[src/rtl/ppc_pkg.sv]
package ppc_pkg;
  typedef enum logic [1:0] {
    MODE_PRINTER = 2'b00,
    MODE_BIDIR   = 2'b01,
    MODE_EPP     = 2'b10,
    MODE_ECP     = 2'b11
  } port_mode_e;

  localparam int CTRL_BITS = 6;
  localparam int BUS_W     = 8;

  typedef struct packed {
    logic dir_in;
    logic irq_en;
    logic select;
    logic init;
    logic autofd;
    logic strobe;
  } ctrl_t;
endpackage

[src/rtl/ppc_ctrl_reg.sv]
module ppc_ctrl_reg
  import ppc_pkg::*;
#(
  parameter int ADDR_W   = 3,
  parameter int CTRL_OFS = 2
) (
  input  logic              clk,
  input  logic              rst_n,
  input  logic              wr_i,
  input  logic [ADDR_W-1:0] addr_i,
  input  logic [BUS_W-1:0]  wdata_i,
  output ctrl_t             ctrl_o,
  output logic [BUS_W-1:0]  rdata_o
);
  localparam logic [ADDR_W-1:0] OFS = ADDR_W'(CTRL_OFS);
  localparam int PAD_W = BUS_W - CTRL_BITS;

  ctrl_t ctrl_q;
  logic  hit;

  assign hit = (addr_i == OFS);

  always_ff @(posedge clk) begin
    if (!rst_n)          ctrl_q <= '0;
    else if (wr_i && hit) ctrl_q <= ctrl_t'(wdata_i[CTRL_BITS-1:0]);
  end

  always_comb begin
    rdata_o = '0;
    if (hit) rdata_o = {{PAD_W{1'b0}}, ctrl_q};
  end

  assign ctrl_o = ctrl_q;


  wr_store_chk: assert property (@(posedge clk) disable iff (!rst_n)
    (wr_i && hit) |=> (ctrl_q == $past(wdata_i[CTRL_BITS-1:0])));


  upper_zero_chk: assert property (@(posedge clk) disable iff (!rst_n)
    (rdata_o[BUS_W-1:CTRL_BITS] == '0));
endmodule

[src/rtl/ppc_ack_irq.sv]
module ppc_ack_irq #(
  parameter int SYNC_STAGES = 2
) (
  input  logic clk,
  input  logic rst_n,
  input  logic ack_i,
  input  logic irq_en_i,
  input  logic clr_i,
  output logic irq_o
);
  logic [SYNC_STAGES-1:0] sync_q;
  logic prev_q;
  logic rise;
  logic pend_q;

  genvar g;
  generate
    for (g = 0; g < SYNC_STAGES; g++) begin : g_sync
      if (g == 0) begin : g_first
        always_ff @(posedge clk) begin
          if (!rst_n) sync_q[0] <= 1'b0;
          else        sync_q[0] <= ack_i;
        end
      end else begin : g_next
        always_ff @(posedge clk) begin
          if (!rst_n) sync_q[g] <= 1'b0;
          else        sync_q[g] <= sync_q[g-1];
        end
      end
    end
  endgenerate

  always_ff @(posedge clk) begin
    if (!rst_n) prev_q <= 1'b0;
    else        prev_q <= sync_q[SYNC_STAGES-1];
  end

  assign rise = sync_q[SYNC_STAGES-1] & ~prev_q;

  always_ff @(posedge clk) begin
    if (!rst_n)                pend_q <= 1'b0;
    else if (!irq_en_i)        pend_q <= 1'b0;
    else if (rise)             pend_q <= 1'b1;
    else if (clr_i)            pend_q <= 1'b0;
  end

  assign irq_o = pend_q;


  rise_sets_chk: assert property (@(posedge clk) disable iff (!rst_n)
    (rise && irq_en_i) |=> irq_o);


  disabled_quiet_chk: assert property (@(posedge clk) disable iff (!rst_n)
    (!irq_en_i) |=> !irq_o);


  read_clears_chk: assert property (@(posedge clk) disable iff (!rst_n)
    (clr_i && !rise) |=> !irq_o);


  irq_holds_chk: assert property (@(posedge clk) disable iff (!rst_n)
    (irq_o && irq_en_i && !clr_i) |=> irq_o);
endmodule

[src/rtl/ppc_dir_resolve.sv]
module ppc_dir_resolve
  import ppc_pkg::*;
(
  input  logic       clk,
  input  logic       rst_n,
  input  logic [1:0] mode_i,
  input  logic       dir_bit_i,
  output logic       data_in_o
);
  port_mode_e mode;
  assign mode = port_mode_e'(mode_i);

  always_comb begin
    case (mode)
      MODE_PRINTER: data_in_o = 1'b0;
      default:      data_in_o = dir_bit_i;
    endcase
  end


  printer_out_chk: assert property (@(posedge clk) disable iff (!rst_n)
    (mode_i == 2'b00) |-> !data_in_o);


  other_follow_chk: assert property (@(posedge clk) disable iff (!rst_n)
    (mode_i != 2'b00) |-> (data_in_o == dir_bit_i));
endmodule

[src/rtl/ppc_control.sv]
module ppc_control
  import ppc_pkg::*;
#(
  parameter int ADDR_W      = 3,
  parameter int CTRL_OFS    = 2,
  parameter int STAT_OFS    = 1,
  parameter int SYNC_STAGES = 2
) (
  input  logic              clk,
  input  logic              rst_n,
  input  logic [1:0]        mode_i,
  input  logic              bus_wr_i,
  input  logic              bus_rd_i,
  input  logic [ADDR_W-1:0] bus_addr_i,
  input  logic [7:0]        bus_wdata_i,
  output logic [7:0]        bus_rdata_o,
  input  logic              ack_i,
  output logic              strobe_n_o,
  output logic              autofd_n_o,
  output logic              init_n_o,
  output logic              select_n_o,
  output logic              irq_o,
  output logic              data_in_o
);
  localparam logic [ADDR_W-1:0] STAT = ADDR_W'(STAT_OFS);

  ctrl_t ctrl;
  logic  stat_rd;

  assign stat_rd = bus_rd_i && (bus_addr_i == STAT);

  ppc_ctrl_reg #(.ADDR_W(ADDR_W), .CTRL_OFS(CTRL_OFS)) u_reg (
    .clk     (clk),
    .rst_n   (rst_n),
    .wr_i    (bus_wr_i),
    .addr_i  (bus_addr_i),
    .wdata_i (bus_wdata_i),
    .ctrl_o  (ctrl),
    .rdata_o (bus_rdata_o)
  );

  ppc_ack_irq #(.SYNC_STAGES(SYNC_STAGES)) u_irq (
    .clk      (clk),
    .rst_n    (rst_n),
    .ack_i    (ack_i),
    .irq_en_i (ctrl.irq_en),
    .clr_i    (stat_rd),
    .irq_o    (irq_o)
  );

  ppc_dir_resolve u_dir (
    .clk       (clk),
    .rst_n     (rst_n),
    .mode_i    (mode_i),
    .dir_bit_i (ctrl.dir_in),
    .data_in_o (data_in_o)
  );

  assign strobe_n_o = ~ctrl.strobe;
  assign autofd_n_o = ~ctrl.autofd;
  assign init_n_o   =  ctrl.init;
  assign select_n_o = ~ctrl.select;


  select_inv_chk: assert property (@(posedge clk) disable iff (!rst_n)
    (bus_wr_i && bus_addr_i == ADDR_W'(CTRL_OFS)) |=> (select_n_o == !$past(bus_wdata_i[3])));
endmodule

[config.mk]
export PLATFORM = sky130hd
export DESIGN_NAME = ppc_control
export DESIGN_NICKNAME = d
export VERILOG_FILES = /design/src/rtl/ppc_pkg.sv /design/src/rtl/ppc_ctrl_reg.sv /design/src/rtl/ppc_ack_irq.sv /design/src/rtl/ppc_dir_resolve.sv /design/src/rtl/ppc_control.sv
export SDC_FILE = /design/constraint.sdc
export NUM_CORES = 1
export LEC_CHECK = 0
export BUFFER_PORTS_ARGS = -buffer_cell sky130_fd_sc_hd__buf_2
export CAP_MARGIN = 5
export CORE_AREA = 2 2 39 41
export DETAILED_ROUTE_END_ITERATION = 6
export DIE_AREA = 0 0 41 43
export GPL_TIMING_DRIVEN = 0
export HOLD_SLACK_MARGIN = 0.15
export PLACE_DENSITY = 0.81
export SLEW_MARGIN = 10
export SYNTH_ARGS = -nofsm -noshare
export SYNTH_HDL_FRONTEND = slang
export SYNTH_SLANG_ARGS = --single-unit
[constraint.sdc]
create_clock -name clk -period 0.9 [get_ports clk]
set_clock_uncertainty 0.2 [all_clocks]
set_input_delay 0 -clock clk [delete_from_list [all_inputs] [get_ports clk]]
set_output_delay 0 -clock clk [all_outputs]
set_load 0.01 [all_outputs]
### After elaboration in Yosys (flattened, before gate mapping)

Cells that the tools add are included.

* word-level logic and storage cells: 26
* ROM bits: 0
* register bits: 10
* memories kept: 0
* RAM bits: 0
* output and inout bits: 14
* bits in latches: 0

* bitwise logic cells: 5
* $lt $le $gt $ge: 0
* mux-type cells: 4
* $mul: 0
* reduce and logical (&&, ||, !) cells: 5
* add/subtract/negate cells: 0
* shift operators: 0
* equality and inequality tests: 2
* div/mod/pow operators: 0

Operators with widths (number)
* two-way mux 6 bit: 1
* inverter 1 bit: 4
* == test 3 x 1 -> 1 bit, second input constant: 1
* == test 3 x 2 -> 1 bit, second input constant: 1
* two-way mux 1 bit: 3
* logical AND 1 bit: 2
* logical NOT 2 bit: 1
* AND reduction 2 bit: 1
* nonzero test 2 bit: 1
* AND 1 bit: 1

### Logic depth before layout (Yosys ltp)

* depth after elaboration: 4
* depth in mapped cells: 4
* depth with buffers taken out: 2

### By module

A second synthesis with hierarchy kept.

* cell total of the unflattened synthesis: 53
* area, all modules: 480.5 um2

By module, submodules not included
* ppc_ctrl_reg: area each 316.6 um2, cells an instance 37, instances 1, sequential area each 120.1 um2
* ppc_ack_irq: area each 132.6 um2, cells an instance 11, instances 1, sequential area each 80.1 um2
* ppc_control: area each 23.8 um2, cells an instance 4, instances 1, sequential area each 0.0 um2
* ppc_dir_resolve: area each 7.5 um2, cells an instance 1, instances 1, sequential area each 0.0 um2

### Worst setup path after synthesis

OpenSTA, ideal clock, no wires.

* path kind: flip-flop to flip-flop
* start: reg u_reg.ctrl_q (netlist bit u_reg.ctrl_o[4])
* end: reg u_irq.pend_q, in the netlist u_irq.irq_o
* data arrival time: 553 ps
* period minus slack after synthesis: 845 ps
* path slack: 55 ps
* cell stages (with the launch flop): 3
* cells stage by stage: dfxtp_1 > nand2_1 > o32ai_1

* word-level cells in the longest chain between the ends: 1

Ends and longest elaborated chain
* from (decl): line ppc_ctrl_reg.sv:18 `ctrl_t ctrl_q;`
* from (signal assigned): line ppc_ctrl_reg.sv:25 `else if (wr_i && hit) ctrl_q <= ctrl_t'(wdata_i[CTRL_BITS-1:0]);`
* AND reduction 2 bit (no source line)
* to (signal assigned): line ppc_ack_irq.sv:41 `if (!rst_n) pend_q <= 1'b0;`
* to (signal assigned): line ppc_ack_irq.sv:42 `else if (!irq_en_i) pend_q <= 1'b0;`
* to (signal assigned): line ppc_ack_irq.sv:43 `else if (rise) pend_q <= 1'b1;`
* to (decl): line ppc_ack_irq.sv:14 `logic pend_q;`

No other way between the ends.
A chain may end at the register's enable or synchronous reset.

### Final worst setup path

* start: reg u_reg.ctrl_q (netlist bit u_reg.ctrl_o[0])
* end: out bus_rdata_o[0]

* word-level cells in the longest chain between the ends: 1

Ends and longest elaborated chain
* two-way mux 6 bit: line ppc_ctrl_reg.sv:30 `if (hit) rdata_o = {{PAD_W{1'b0}}, ctrl_q};`
* to (decl): line ppc_control.sv:16 `output logic [7:0] bus_rdata_o,`

No other way between the ends.

==> impl_metrics.json <==
{
  "p_comb_share_pct": 13.6,
  "worstHoldStart": "rst_n",
  "swShare_pct": 21.6,
  "viasPerCell": 4.45,
  "area_growth_pct": 77.9,
  "place.gp.congestion": 0.631,
  "grt_setup_unrepaired": "true",
  "fin_nets": 113,
  "avgSynthCellArea_um2": 8.88,
  "status": "complete, but fails checks",
  "place_ws_ns": -0.250,
  "synthCells": 53,
  "antenna_found_initial": 0,
  "clockBufferDepth": 2,
  "timing.fmax_mhz": 955,
  "routed_wirelength_um": 1140,
  "die_y_um": 43,
  "port_buffers": 26,
  "ys_seq_area_share_pct": 42.6,
  "timing.final.ws_setup_ns": -0.147,
  "setup_viol": 13,
  "fill_cells": 114,
  "required_ns": 0.70,
  "violations": "negative hold slack, negative setup slack",
  "leakagePower_uw": 0.000391,
  "vias": 489,
  "initial_core_util_pct": 34.0,
  "drive_gt1_share_pct": 58.5,
  "setup.worst_path.start": "u_reg.ctrl_o[0]",
  "hpwl_um": 721,
  "startpoint_type": "flop",
  "layout_min_cycle_time_ns": 1.05,
  "irDropWorstVdd_mv": 1.08,
  "ys_ff_latch": 10,
  "slew_viol_final": 0,
  "track_usage_pct": 13.4,
  "cts.htree.levels": 1,
  "clock-sinks": 10,
  "antennaDiodeCount": 0,
  "ios": 32,
  "postCtsHoldBufs": 7,
  "grt_overflow_total": 0,
  "numCtsBuffers": 3,
  "synth_cell_type_count": 16,
  "die_area_mm2": 0.00176,
  "max_cap_viol_count": 0,
  "row_count": 14,
  "p_clk_share_pct": 40.3,
  "switching_power_uw": 216,
  "intPower_uw": 782,
  "ant_nets": 0,
  "fin_crit_sh_pct": 116,
  "cts_tree": "done",
  "grt_start_max_net_pins": 11,
  "hp-class": "input pin to flop",
  "powerDensity_mw_per_mm2": 1190,
  "hold_viol": 5,
  "synthesis.area_um2": 470,
  "drc_errors": 0,
  "worst-setup-path-type": "flop to output port",
  "clock_latency_ns": 0.26,
  "arrival_ns": 0.85,
  "drtIter0Drc": 2,
  "ys_warn_count": 0,
  "dr.pass1.iters": 3,
  "grt_pass1_wl_um": 1610,
  "setup_tns_ns": -1.30,
  "pwr-share-seq_pct": 46.2,
  "root_buffer": "clkbuf_4",
  "fp.dieW_um": 41,
  "critPathCaptureType": "output port",
  "grt_pass1_vias": 420,
  "coreArea_mm2": 0.00138,
  "clkSlewWorstSetupHoldPaths_ns": 0.06,
  "hold_slack_ns": -0.143,
  "wl_per_cell_um": 10.4,
  "path_max_fanout": 3,
  "r2r_start": "u_reg.ctrl_o[4]"
}
[cells in the final DEF, fill, tap and decap left out, drive strengths merged]
master	count
and2	9
and4bb	2
buf	33
clkbuf	5
conb	2
dfxtp	10
dlygate4sd3	7
inv	4
mux2i	6
nand2	12
nand3	1
nor3b	1
o21a	1
o32ai	1
[cell usage after synthesis]
| library cell | instances | area (um^2) |
|---|---|---|
| nand2_1 | 12 | 45.0 |
| dfxtp_1 | 10 | 200 |
| and2_1 | 9 | 56.3 |
| mux2i_1 | 6 | 60.1 |
| inv_1 | 4 | 15.0 |
| buf_4 | 2 | 15.0 |
| and4bb_1 | 1 | 12.5 |
| and4bb_2 | 1 | 12.5 |
| buf_2 | 1 | 5.00 |
| buf_6 | 1 | 11.3 |
| clkbuf_2 | 1 | 5.00 |
| conb_1 | 1 | 3.75 |
| nand3_1 | 1 | 5.00 |
| nor3b_1 | 1 | 7.51 |
| o21a_1 | 1 | 7.51 |
| o32ai_1 | 1 | 8.76 |
[cell families after synthesis]
kind of cell           after synthesis  share of synthesized area, %
DFF                                 10                          42.6
AOI/OAI and AO/OA                    2                          3.46
buffers and inverters                9                          10.9
other                                1                         0.797
muxes                                6                          12.8
and+or+nand+nor                     25                          29.5
[critical path, cell delays in order, from the launching register on]
cell,delay [ns]
dfxtp_2,0.33
and2_1,0.13
buf_2,0.13
[power groups by stage]
stage	combinational (uW)	sequential, uW	clock [uW]
3_5_place_dp	97.4	469	0
5_1_grt	149	462	423
4_1_cts	128	460	413
3_3_place_gp	94.1	469	0
2_1_floorplan	52.7	468	0
6_report	135	460	402
[per-layer routing]
layer,vias up,track usage [%],wire [um]
met5,-,0,0
met4,0,10.0,0
met3,0,1.57,106
met2,25,20.9,579
met1,217,15.6,453
li1,247,-,-
[final timing paths]
check / end / slack [ns] / cells after the start
max reg2reg: u_irq.irq_o / -0.06 / 3
max: bus_rdata_o[0] / -0.15 / 2
min: u_reg.ctrl_o[0] / -0.14 / 3
min reg2reg: u_irq.sync_q[1] / 0.24 / 1
[repair_timing]
item,in CTS,in global routing
gates resized for setup,12,12
buffers inserted,2,1
endpoints found under the hold margin,11,11
setup endpoints to repair,13,14
[layout make-up]
class / instances / area [um^2] / area share [%]
inverters: 4 / 15.0 / 1.79
multi-input cells: 35 / 250 / 29.9
clock buffers: 4 / 36.3 / 4.33
well taps: 16 / 20.0 / 2.39
plain buffers: 5 / 36.3 / 4.33
flip-flops and latches: 10 / 209 / 25.0
repair buffers: 36 / 270 / 32.3
[metrics by stage]
step                      util [%]  instance area [um^2]  total power [uW]  cells
after floorplan                  -                   474               521     54
after global routing          60.5                   837              1030    110
final                         60.5                   837               997    110
after detailed placement      45.1                   624               566     96
after CTS                     56.5                   782              1000    109
after global placement        45.1                   624               563     96
[sequential cells by signal, summed over array words and instances, names as in the netlist]
register,flops
u_irq.sync_q,2
u_reg.ctrl_o,6
u_irq.irq_o,1
u_irq.prev_q,1
No activity file was read; power rests on OpenSTA's default activity.
